## config.mk

```make
export PLATFORM = sky130hd
export DESIGN_NAME = bcast_region_fanout
export DESIGN_NICKNAME = d
export VERILOG_FILES = /design/src/rtl/bcf_pkg.sv /design/src/rtl/bcf_bound_check.sv /design/src/rtl/bcf_span_rule.sv /design/src/rtl/bcast_region_fanout.sv
export SDC_FILE = /design/constraint.sdc
export NUM_CORES = 1
export LEC_CHECK = 0
export BUFFER_PORTS_ARGS = -buffer_cell sky130_fd_sc_hd__buf_4
export CAP_MARGIN = 10
export CORE_MARGIN = 2
export CORE_UTILIZATION = 46
export DETAILED_ROUTE_END_ITERATION = 10
export GPL_TIMING_DRIVEN = 0
export PLACE_DENSITY = 0.78
export SLEW_MARGIN = 20
export SYNTH_ARGS = -nofsm -noshare
export SYNTH_HDL_FRONTEND = slang
export SYNTH_SLANG_ARGS = --single-unit
```

## constraint.sdc

```tcl
create_clock -name clk_i -period 0.8 [get_ports clk_i]
set_clock_uncertainty 0.1 [all_clocks]
set_input_delay 0.16 -clock clk_i [delete_from_list [all_inputs] [get_ports clk_i]]
set_output_delay 0.16 -clock clk_i [all_outputs]
set_load 0.1 [all_outputs]
```

## src/rtl/bcf_pkg.sv

```systemverilog
package bcf_pkg;

    localparam int MASK_W = 5;

    // mask bit positions, equal to the arrival port codes
    localparam int B_L = 0;
    localparam int B_W = 1;
    localparam int B_E = 2;
    localparam int B_S = 3;
    localparam int B_N = 4;

    localparam logic [2:0] P_L = 3'd0;
    localparam logic [2:0] P_W = 3'd1;
    localparam logic [2:0] P_E = 3'd2;
    localparam logic [2:0] P_S = 3'd3;
    localparam logic [2:0] P_N = 3'd4;

    typedef struct packed {
        logic              vld;
        logic              err;
        logic [MASK_W-1:0] mask;
    } fan_state_t;

    // spanning rule: may a head arriving on port p leave through output o
    function automatic logic fwd_allowed(input int o, input logic [2:0] p);
        logic ok;
        ok = 1'b0;
        case (p)
            P_L:     ok = 1'b1;
            P_S:     ok = (o == B_N) || (o == B_E) || (o == B_W);
            P_N:     ok = (o == B_S) || (o == B_E) || (o == B_W);
            P_W:     ok = (o == B_E);
            P_E:     ok = (o == B_W);
            default: ok = 1'b0;
        endcase
        return ok;
    endfunction

endpackage

```

## src/rtl/bcf_bound_check.sv

```systemverilog
module bcf_bound_check #(
    parameter int X_W = 3,
    parameter int Y_W = 3
) (
    input  logic [X_W-1:0] x_i,
    input  logic [Y_W-1:0] y_i,
    input  logic [X_W-1:0] xlo_i,
    input  logic [X_W-1:0] xhi_i,
    input  logic [Y_W-1:0] ylo_i,
    input  logic [Y_W-1:0] yhi_i,
    // bit 0: this router inside bounds; bits 1..4: neighbour W,E,S,N inside
    output logic [bcf_pkg::MASK_W-1:0] room_o
);
    import bcf_pkg::*;

    logic in_x, in_y, self_in;

    always_comb begin
        in_x    = (x_i >= xlo_i) && (x_i <= xhi_i);
        in_y    = (y_i >= ylo_i) && (y_i <= yhi_i);
        self_in = in_x && in_y;
        room_o       = '0;
        room_o[B_L]  = self_in;
        room_o[B_W]  = self_in && (x_i > xlo_i);
        room_o[B_E]  = self_in && (x_i < xhi_i);
        room_o[B_S]  = self_in && (y_i > ylo_i);
        room_o[B_N]  = self_in && (y_i < yhi_i);
    end

endmodule

```

## src/rtl/bcf_span_rule.sv

```systemverilog
module bcf_span_rule (
    input  logic [2:0]                 port_i,
    input  logic [bcf_pkg::MASK_W-1:0] room_i,
    output logic [bcf_pkg::MASK_W-1:0] mask_o,
    output logic                       err_o
);
    import bcf_pkg::*;

    logic [MASK_W-1:0] fwd;
    logic              bad_code;
    logic              back_open;

    assign fwd[B_L] = 1'b1;

    for (genvar o = 1; o < MASK_W; o++) begin : g_dir
        assign fwd[o] = fwd_allowed(o, port_i) & room_i[o];
    end

    always_comb begin
        bad_code  = 1'b0;
        back_open = 1'b1;
        case (port_i)
            P_L:     back_open = 1'b1;
            P_W:     back_open = room_i[B_W];
            P_E:     back_open = room_i[B_E];
            P_S:     back_open = room_i[B_S];
            P_N:     back_open = room_i[B_N];
            default: bad_code  = 1'b1;
        endcase
        err_o  = bad_code || !room_i[B_L] || !back_open;
        mask_o = err_o ? '0 : fwd;
    end

endmodule

```

## src/rtl/bcast_region_fanout.sv

```systemverilog
module bcast_region_fanout #(
    parameter int X_W = 3,
    parameter int Y_W = 3
) (
    input  logic           clk_i,
    input  logic           rst_ni,
    input  logic           head_vld_i,
    input  logic [2:0]     head_port_i,
    input  logic [X_W-1:0] node_x_i,
    input  logic [Y_W-1:0] node_y_i,
    input  logic [X_W-1:0] dom_xlo_i,
    input  logic [X_W-1:0] dom_xhi_i,
    input  logic [Y_W-1:0] dom_ylo_i,
    input  logic [Y_W-1:0] dom_yhi_i,
    output logic           fan_vld_o,
    output logic [4:0]     fan_mask_o,
    output logic           fan_err_o
);
    import bcf_pkg::*;

    logic [MASK_W-1:0] room_w;
    logic [MASK_W-1:0] mask_w;
    logic              err_w;
    fan_state_t        st_d, st_q;

    bcf_bound_check #(.X_W(X_W), .Y_W(Y_W)) u_bounds (
        .x_i   (node_x_i),
        .y_i   (node_y_i),
        .xlo_i (dom_xlo_i),
        .xhi_i (dom_xhi_i),
        .ylo_i (dom_ylo_i),
        .yhi_i (dom_yhi_i),
        .room_o(room_w)
    );

    bcf_span_rule u_rule (
        .port_i(head_port_i),
        .room_i(room_w),
        .mask_o(mask_w),
        .err_o (err_w)
    );

    always_comb begin
        st_d = '0;
        if (head_vld_i) begin
            st_d.vld  = 1'b1;
            st_d.err  = err_w;
            st_d.mask = mask_w;
        end
    end

    always_ff @(posedge clk_i or negedge rst_ni) begin
        if (!rst_ni) st_q <= '0;
        else         st_q <= st_d;
    end

    assign fan_vld_o  = st_q.vld;
    assign fan_mask_o = st_q.mask;
    assign fan_err_o  = st_q.err;

endmodule

```

==> results of run 1 <==
==> cells in the final DEF (no fill, tap or decap), types with 3 or more instances in the layout <==
master    Yosys  routed
o21ai_0       4       3
clkbuf_4      0       3
ha_1         12       4
inv_2         0       5
nand3_1       5       3
buf_4         0      22
buf_12        0       7
nand2_1       4       3
inv_1        12       5
nand3b_1      3       3
ha_4          0       7
buf_6         0       3
a21oi_1       5       3
a21oi_2       2       3
dfrtp_4       0       7
==> power by group <==
| part | total [µW] | switching, µW | internal, µW |
|---|---|---|---|
| sequential | 376 | 7.38 | 368 |
| combinational | 745 | 381 | 364 |
| clock | 315 | 125 | 190 |
==> through the flow <==
step                      setup TNS, ns  instances  power, µW
after floorplan                  -3.957         79      798.6
final                            -6.102        134       1436
after global placement           -5.911        125      980.8
after global routing             -6.485        134       1511
after detailed placement         -6.147        125      996.9
after CTS                        -5.915        134       1408
==> worst max-delay path by stage <==
stage | startpoint | end | slack, ns | depth (start not counted)
4_1_cts | dom_xlo_i[2] | fan_err_o | -0.64 | 8
3_5_place_dp | node_x_i[1] | fan_mask_o[1] | -0.94 | 7
2_1_floorplan | dom_xlo_i[2] | fan_err_o | -0.68 | 7
5_1_grt | dom_xlo_i[2] | fan_err_o | -0.71 | 8
3_3_place_gp | dom_xlo_i[2] | fan_err_o | -0.89 | 8
6_report | dom_xlo_i[2] | fan_err_o | -0.67 | 8
==> final cells by class <==
type                    count  area share, %
inverters                  12          5.195
flip-flops and latches      7          14.94
multi-input cells          60          48.33
repair buffers             35          28.11
well taps                  16          1.484
clock buffers               4          1.948
==> logic make-up after synthesis <==
logic type                 Yosys count  synth area share, %
xor gates and xnor gates             1                1.233
AOI/OAI and AO/OA                   18                19.19
DFF                                  7                24.65
and+or+nand+nor                     29                27.46
adders and majority gates           12                21.13
buffers and inverters               12                6.338
==> synthesized netlist by cell type, types with 2 or more instances <==
master and count:
ha_1 12, inv_1 12, dfrtp_1 7, a21oi_1 5
nand3_1 5, nand2_1 4, nor4_1 4, o21ai_0 4
nand3b_1 3, a21oi_2 2, nand2_2 2, nor2_1 2
nor2b_1 2
==> layer usage <==
layer,vias to the layer above,routed length [µm],global-route usage (%)
met2,31,1008,37.61
met1,355,817,29.35
li1,362,-,-
met3,2,100,1.702
met4,0,13,10.91
met5,-,0,0
==> state kept, by name, indices dropped and copies added (netlist names) <==
register and flops:
fan_vld_o 1, fan_err_o 1, fan_mask_o 5
==> timing repair <==
| item | 4_1_cts | 5_1_grt |
|---|---|---|
| cloned | 0 | 0 |
| hold endpoints to repair | 8 | 1 |
| endpoints found under the setup margin | 13 | 13 |
| resized for setup | 36 | 2 |
| pin swaps | 16 | 1 |
| buffers inserted | 4 | 0 |
==> results.py, run 1 <==
metrics = {
    "synthesis": {
        "synth.net_count": 115,
        "ys_top_cells_by_area": "dfrtp_1 25%, ha_1 21%, inv_1 6.3%",
        "yosys_warnings": 0,
        "synth.avg_cell_area_um2": 8.996,
        "yosysTopAreaCell": "dfrtp_1",
        "synth_cells": 79,
        "yosysSeqAreaShare_pct": 24.65,
        "synth_edf_count": 0,
        "ys_seq_elements": 7,
        "synth-async-reset-ratio_pct": 100.0,
        "synth_ff_type": "dfrtp_1",
        "ys_types": 28,
        "synth_top_area_share_pct": 24.65,
        "synth.cell_area_um2": 710.7,
    },
    "timing": {
        "period_minus_slack_ns": 1.473,
        "max_slew_margin_pct": 76.87,
        "tightest_slew_ns": 0.3438,
        "setup_violations": 13,
        "fin_ws_ns": -0.6729,
        "fin_crit_sh_pct": 184.1,
        "whs_ns": -0.03968,
        "finalHoldViolCount": 1,
        "final_max_slew_viol_count": 0,
        "rsz0062_at_grt": "yes",
        "max_freq_mhz": 679.0,
    },
    "final_layout": {
        "multiInputGateArea_um2": 651.9,
        "area_growth_pct": 89.79,
        "nFillCells": 52,
        "n_antenna_cell": 0,
        "regArea_um2": 201.4,
        "drive_gt1_share_pct": 67.80,
        "post-route-util_pct": 91.67,
        "finalNetCount": 155,
        "final_cell_area_um2": 1349,
    },
    "global_routing": {
        "grt.total_usage_pct": 22.60,
        "grt_pass1_wl_um": 3201,
        "overflow": 0,
        "grt_max_degree": 9,
        "grt_pass1_vias": 712,
        "antenna_found_initial": 0,
    },
    "cts": {
        "cts.sinks": 7,
        "cts_made_buffers": 3,
        "cts_max_level": 1,
        "root_buffer": "clkbuf_4",
        "clock_path_buffers": 2,
        "path_clk_slew_ns": 0.05,
        "holdBufCountCts": 1,
        "cts_tree": "yes",
    },
    "status": {
        "status": "complete, but fails checks",
        "violations": "hold timing, setup timing",
    },
    "worst_hold_path": {
        "hp-start": "head_vld_i",
        "holdCritPathClass": "in2reg",
        "hold_end": "fan_vld_o",
        "worstHoldPathCells": 1,
    },
    "detailed_routing": {
        "drtIter0Drc": 17,
        "wl_um": 1939,
        "vias_per_cell": 5.597,
        "vias": 750,
        "drcViolationCount": 0,
        "firstDrtPassIters": 4,
        "drtAntennaViolNets": 0,
        "wire_per_inst_um": 14.47,
    },
    "power_and_ir_drop": {
        "power_density_nw_per_um2": 1065,
        "ir_drop_v": 0.0006338,
        "leakage_uw": 0.0005670,
    },
    "worst_setup_path": {
        "critical_path_arrival_ns": 1.51,
        "cpPeakStageDelay_ns": 0.32,
        "cpMaxStageDelayCell": "nor3b_4",
        "cp_cell_sequence": "buf_8 -> inv_12 -> ha_4 -> nand3b_1 -> o2bb2ai_2 -> nor3b_4 -> nor2_1 -> o31a_1",
        "cp-start-kind": "primary input",
        "crit_fanout": 4,
        "criticalPathCategory": "in2reg",
        "crit_path_end_kind": "flop",
        "cp.required_ns": 0.83,
        "critPathBufInv": 2,
        "critPathTopFamily": "simple AND/OR/NAND/NOR gates",
    },
    "floorplan": {
        "row_count": 14,
        "die_h_um": 43.31,
        "start_util_pct": 48.30,
        "core_area_um2": 1471,
        "ios": 31,
        "die-area_um2": 1875,
        "dieWidth_um": 43.31,
    },
    "flow_run": {
        "drv_cap": 0,
    },
    "place": {
        "portBuffers": 30,
        "placed_area_um2": 1127,
        "gp_congestion": 0.8024,
        "dp_slack_ns": -0.9406,
        "hpwl_um": 1365,
    },
}
No activity file was read; power rests on OpenSTA's default activity.
==> run 2, diff against run 1 <==
- CELL_PAD_IN_SITES_DETAIL_PLACEMENT: unset -> 0
- CELL_PAD_IN_SITES_GLOBAL_PLACEMENT: unset -> 2
- CORE_UTILIZATION: 46 -> 26
- PLACE_DENSITY: 0.78 -> unset
- PLACE_DENSITY_LB_ADDON: unset -> 0.1
==> run 2 against run 1 <==
  * The flow finishes with violations (setup timing)
  * Sequential share of layout area fell by 0.79 points
  * Via count shrank 4.3%
  * Sequential power about the same
  * Final area up 5.6%
  * First-iteration DRC count fell by 76%
  * Utilization decreased by 36 points
  * Setup slack better by 0.045 ns
  * Highest routed layer unchanged
==> results.py, run 2 (synthesized netlist as in run 1, its figures left out) <==
metrics = {
    "cts": {
        "root_buffer": "clkbuf_4",
        "cts_max_level": 1,
        "cts_tree": "yes",
        "cts_made_buffers": 3,
        "cts.sinks": 7,
        "path_clk_slew_ns": 0.05,
        "clock_path_buffers": 2,
    },
    "final_layout": {
        "finalNetCount": 156,
        "multiInputGateArea_um2": 690.7,
        "largest_reg_flops": 5,
        "drive_gt1_share_pct": 67.23,
        "layout_commonest_cell": "buf_4",
        "area_growth_pct": 100.4,
        "regArea_um2": 201.4,
        "final_cell_mix": "21 x buf_4, 8 x ha_4, 7 x inv_1, 7 x dfrtp_4, 7 x buf_12",
        "nFillCells": 241,
        "n_antenna_cell": 0,
    },
    "worst_setup_path": {
        "critPathTopFamily": "compound AO/OA/AOI/OAI gates",
        "critPathBufInv": 3,
        "cpPeakStageDelay_ns": 0.28,
        "cp-start-kind": "primary input",
        "crit_fanout": 3,
        "critical_path_arrival_ns": 1.46,
        "crit_path_end_kind": "flop",
        "cpMaxStageDelayCell": "ha_4",
        "cp.required_ns": 0.83,
        "criticalPathCategory": "in2reg",
        "cp_cell_sequence": "buf_8 -> inv_12 -> ha_4 -> nand3b_1 -> o2bb2ai_4 -> nor3b_4 -> buf_6 -> nor4_2 -> o31a_1",
    },
    "timing": {
        "whs_ns": 0.02385,
        "finalHoldViolCount": 0,
        "rsz0062_at_grt": "yes",
        "max_freq_mhz": 700.6,
        "fin_crit_sh_pct": 178.4,
        "final_max_slew_viol_count": 0,
        "period_minus_slack_ns": 1.427,
        "fin_tns_setup_ns": -6.037,
        "fin_ws_ns": -0.6274,
        "max_slew_margin_pct": 77.85,
        "setup_violations": 13,
        "tightest_slew_ns": 0.3298,
    },
    "floorplan": {
        "start_util_pct": 27.93,
        "core_area_um2": 2545,
        "ios": 31,
        "row_count": 18,
        "die_h_um": 56.28,
        "dieWidth_um": 56.28,
        "die-area_um2": 3167,
    },
    "flow_run": {
        "drv_cap": 0,
    },
    "global_routing": {
        "grt_pass1_vias": 730,
        "overflow": 0,
        "grt_max_degree": 9,
        "antenna_found_initial": 0,
        "grt_pass1_wl_um": 2987,
        "grt.total_usage_pct": 12.03,
    },
    "place": {
        "portBuffers": 30,
        "gp_congestion": 0.7682,
        "hpwl_um": 1443,
        "dp_slack_ns": -0.9311,
    },
    "power_and_ir_drop": {
        "combPwrFrac_pct": 52.6,
        "p_int_uw": 943.3,
        "ir_drop_v": 0.0007994,
        "power_density_nw_per_um2": 1023,
        "p_clk_share_pct": 21.6,
        "pwr-share-seq_pct": 25.7,
        "power_switching_share_pct": 35.26,
        "power.switching_uw": 513.8,
        "leakage_uw": 0.0005925,
    },
    "worst_hold_path": {
        "hp-start": "head_port_i[2]",
        "holdCritPathClass": "in2reg",
        "hold_end": "fan_mask_o[3]",
        "worstHoldPathCells": 2,
    },
    "status": {
        "violations": "setup timing",
        "status": "complete, but fails checks",
    },
    "detailed_routing": {
        "drtAntennaViolNets": 0,
        "wl_um": 1730,
        "vias": 718,
        "drtIter0Drc": 4,
        "drcViolationCount": 0,
        "vias_per_cell": 4.819,
        "wire_per_inst_um": 11.61,
        "firstDrtPassIters": 2,
    },
}
run 2: metrics by stage:
stage / std cells / area, µm² / util [%] / power, µW
2_1_floorplan: 79 / 882.1 / - / 798.6
3_3_place_gp: 139 / 1145 / 44.99 / 995.3
3_5_place_dp: 139 / 1145 / 44.99 / 1001
4_1_cts: 149 / 1403 / 55.11 / 1457
5_1_grt: 149 / 1424 / 55.95 / 1556
6_report: 149 / 1424 / 55.95 / 1457
run 2: layer usage:
metal  wire length, µm  up-vias  track usage [%]
met4                27        0            6.122
li1                  -      366                -
met2               921       24            22.18
met5                 0        -                0
met3               105        4            1.613
met1               675      324            13.29
run 2: area by class of cell:
cell class | instances | share of cell area [%]
timing repair buffer | 36 | 27.77
multi-input combinational | 60 | 48.51
clock buffer | 4 | 1.845
sequential | 7 | 14.15
tap | 30 | 2.636
inverter | 12 | 5.097
run 2: repair_timing:
item | in CTS | in global routing
pin swaps | 16 | 8
hold buffers | 2 | 0
hold endpoints to repair | 8 | 0
setup buffers | 4 | 0
resized for setup | 40 | 5
setup endpoints to repair | 13 | 14
run 2: power by group through the flow:
stage,Clock [µW],Sequential [µW],Combinational (µW)
global placement,0,377,618
finish,315,375,767
detailed placement,0,378,623
global route,347,375,833
floorplan,0,441,358
CTS,333,375,750
run 2: worst max path at each step:
stage                 startpoint             to  cells after the start
finish              dom_xlo_i[2]      fan_err_o                      9
global route        dom_xlo_i[2]      fan_err_o                      9
CTS                 dom_xlo_i[2]  fan_mask_o[1]                      8
detailed placement  dom_xlo_i[2]      fan_err_o                      8
global placement    dom_xlo_i[2]      fan_err_o                      8
floorplan           dom_xlo_i[2]      fan_err_o                      7
==> run 3, diff against run 2 <==
- BUFFER_PORTS_ARGS: -buffer_cell sky130_fd_sc_hd__buf_4 -> unset
- CAP_MARGIN: 10 -> unset
- CORE_UTILIZATION: 26 -> 33
- DONT_BUFFER_PORTS: unset -> 1
==> run 3 against run 2 <==
  * The run still ends with setup timing left
  * Sequential cell count is the same
  * Setup slack gained 0.13 ns
  * Non-clock buffer count shrank 29
  * Critical path type unchanged
  * Highest routed layer unchanged
==> results.py, run 3 (synthesized netlist as in run 1, its figures left out) <==
metrics = {
    "timing": {
        "rsz0062_at_grt": "yes",
        "tightest_slew_ns": 0.3530,
        "whs_ns": 0.05042,
        "finalHoldViolCount": 0,
        "max_freq_mhz": 768.3,
        "fin_ws_ns": -0.5015,
        "fin_tns_setup_ns": -4.972,
        "max_slew_margin_pct": 76.29,
        "final_max_slew_viol_count": 0,
        "fin_crit_sh_pct": 162.7,
        "setup_violations": 13,
        "period_minus_slack_ns": 1.302,
    },
    "worst_setup_path": {
        "critPathTopFamily": "compound AO/OA/AOI/OAI gates",
        "crit_fanout": 4,
        "crit_path_end_kind": "flop",
        "cpPeakStageDelay_ns": 0.28,
        "cp_cell_sequence": "inv_12 -> ha_4 -> nand3b_1 -> o2bb2ai_2 -> nor3b_4 -> nor2_1 -> o31a_1",
        "cp-start-kind": "primary input",
        "cp.required_ns": 0.83,
        "critical_path_arrival_ns": 1.33,
        "criticalPathCategory": "in2reg",
        "critPathBufInv": 1,
        "cpMaxStageDelayCell": "nor3b_4",
    },
    "final_layout": {
        "layout_commonest_cell": "ha_4",
        "area_growth_pct": 51.94,
        "final_cells": 117,
        "nFillCells": 191,
        "n_antenna_cell": 0,
        "finalNetCount": 127,
        "post-route-util_pct": 53.94,
        "final_cell_mix": "8 x ha_4, 7 x dfrtp_4, 5 x inv_2, 5 x inv_1",
        "drive_gt1_share_pct": 58.89,
        "largest_reg_flops": 5,
    },
    "power_and_ir_drop": {
        "leakage_uw": 0.0004006,
        "finalPower_uw": 1266,
        "ir_drop_v": 0.0006037,
        "power_density_nw_per_um2": 1173,
    },
    "detailed_routing": {
        "drtAntennaViolNets": 0,
        "vias": 601,
        "drtIter0Drc": 3,
        "vias_per_cell": 5.137,
        "firstDrtPassIters": 4,
        "wl_um": 1477,
        "wire_per_inst_um": 12.62,
        "drcViolationCount": 0,
    },
    "place": {
        "portBuffers": 0,
        "hpwl_um": 1281,
        "gp_congestion": 0.7220,
        "placed_cells": 106,
    },
    "floorplan": {
        "dieWidth_um": 50.41,
        "die-area_um2": 2541,
        "ios": 31,
        "core_area_um2": 2002,
        "row_count": 16,
        "die_h_um": 50.41,
        "start_util_pct": 35.50,
    },
    "worst_hold_path": {
        "hold_end": "fan_mask_o[1]",
        "worstHoldPathCells": 2,
        "holdCritPathClass": "in2reg",
        "hp-start": "head_port_i[1]",
    },
    "global_routing": {
        "antenna_found_initial": 0,
        "grt_max_degree": 9,
        "overflow": 0,
        "grt_pass1_vias": 674,
        "grt_pass1_wl_um": 2677,
        "grt.total_usage_pct": 13.48,
    },
    "status": {
        "status": "complete, but fails checks",
        "violations": "setup timing",
    },
    "cts": {
        "cts_made_buffers": 3,
        "path_clk_slew_ns": 0.05,
        "root_buffer": "clkbuf_4",
        "clock_path_buffers": 2,
        "cts.sinks": 7,
        "cts_max_level": 1,
        "cts_tree": "yes",
    },
    "flow_run": {
        "drv_cap": 0,
    },
}
## run 3: report_power, final
group,internal (µW),switching [µW]
logic,266,260
clock network,189,117
registers,368,66.1
total,824,443
## run 3: layer usage
layer,track usage [%],part of all wire [%],vias up
met5,0,0,-
met4,9.009,1.1,0
li1,-,-,309
met3,3.274,9.1,2
met2,23.25,50,22
met1,14.47,40,268
## run 3: layout make-up
type | instances | area (µm²) | area share (%)
multi-input combinational | 60 | 688.2 | 63.73
sequential | 7 | 201.4 | 18.66
inverter | 12 | 70.07 | 6.489
timing repair buffer | 7 | 60.06 | 5.562
tap | 27 | 33.78 | 3.129
clock buffer | 4 | 26.28 | 2.433
## run 3: repair_timing
action,4_1_cts,5_1_grt
buffers inserted,3,1
hold buffers,3,0
hold endpoints to repair,14,0
pin swaps,10,4
setup endpoints to repair,13,13
resized for setup,12,5
## run 3: worst max-delay path by stage
stage,from,to,slack (ns),cells after the start
floorplan,dom_xlo_i[2],fan_err_o,-0.68,7
global placement,node_x_i[0],fan_mask_o[2],-0.83,7
detailed placement,node_x_i[0],fan_mask_o[4],-0.84,7
CTS,dom_xlo_i[2],fan_err_o,-0.49,7
global route,dom_xlo_i[2],fan_err_o,-0.56,7
finish,dom_xlo_i[2],fan_err_o,-0.50,7
## run 3: stage by stage
stage / worst slack (ns) / area [µm²]
6_report: -0.5015 / 1080
3_3_place_gp: -0.8348 / 915.9
5_1_grt: -0.5644 / 1080
2_1_floorplan: -0.6765 / 882.1
4_1_cts: -0.4901 / 1045
3_5_place_dp: -0.8434 / 915.9
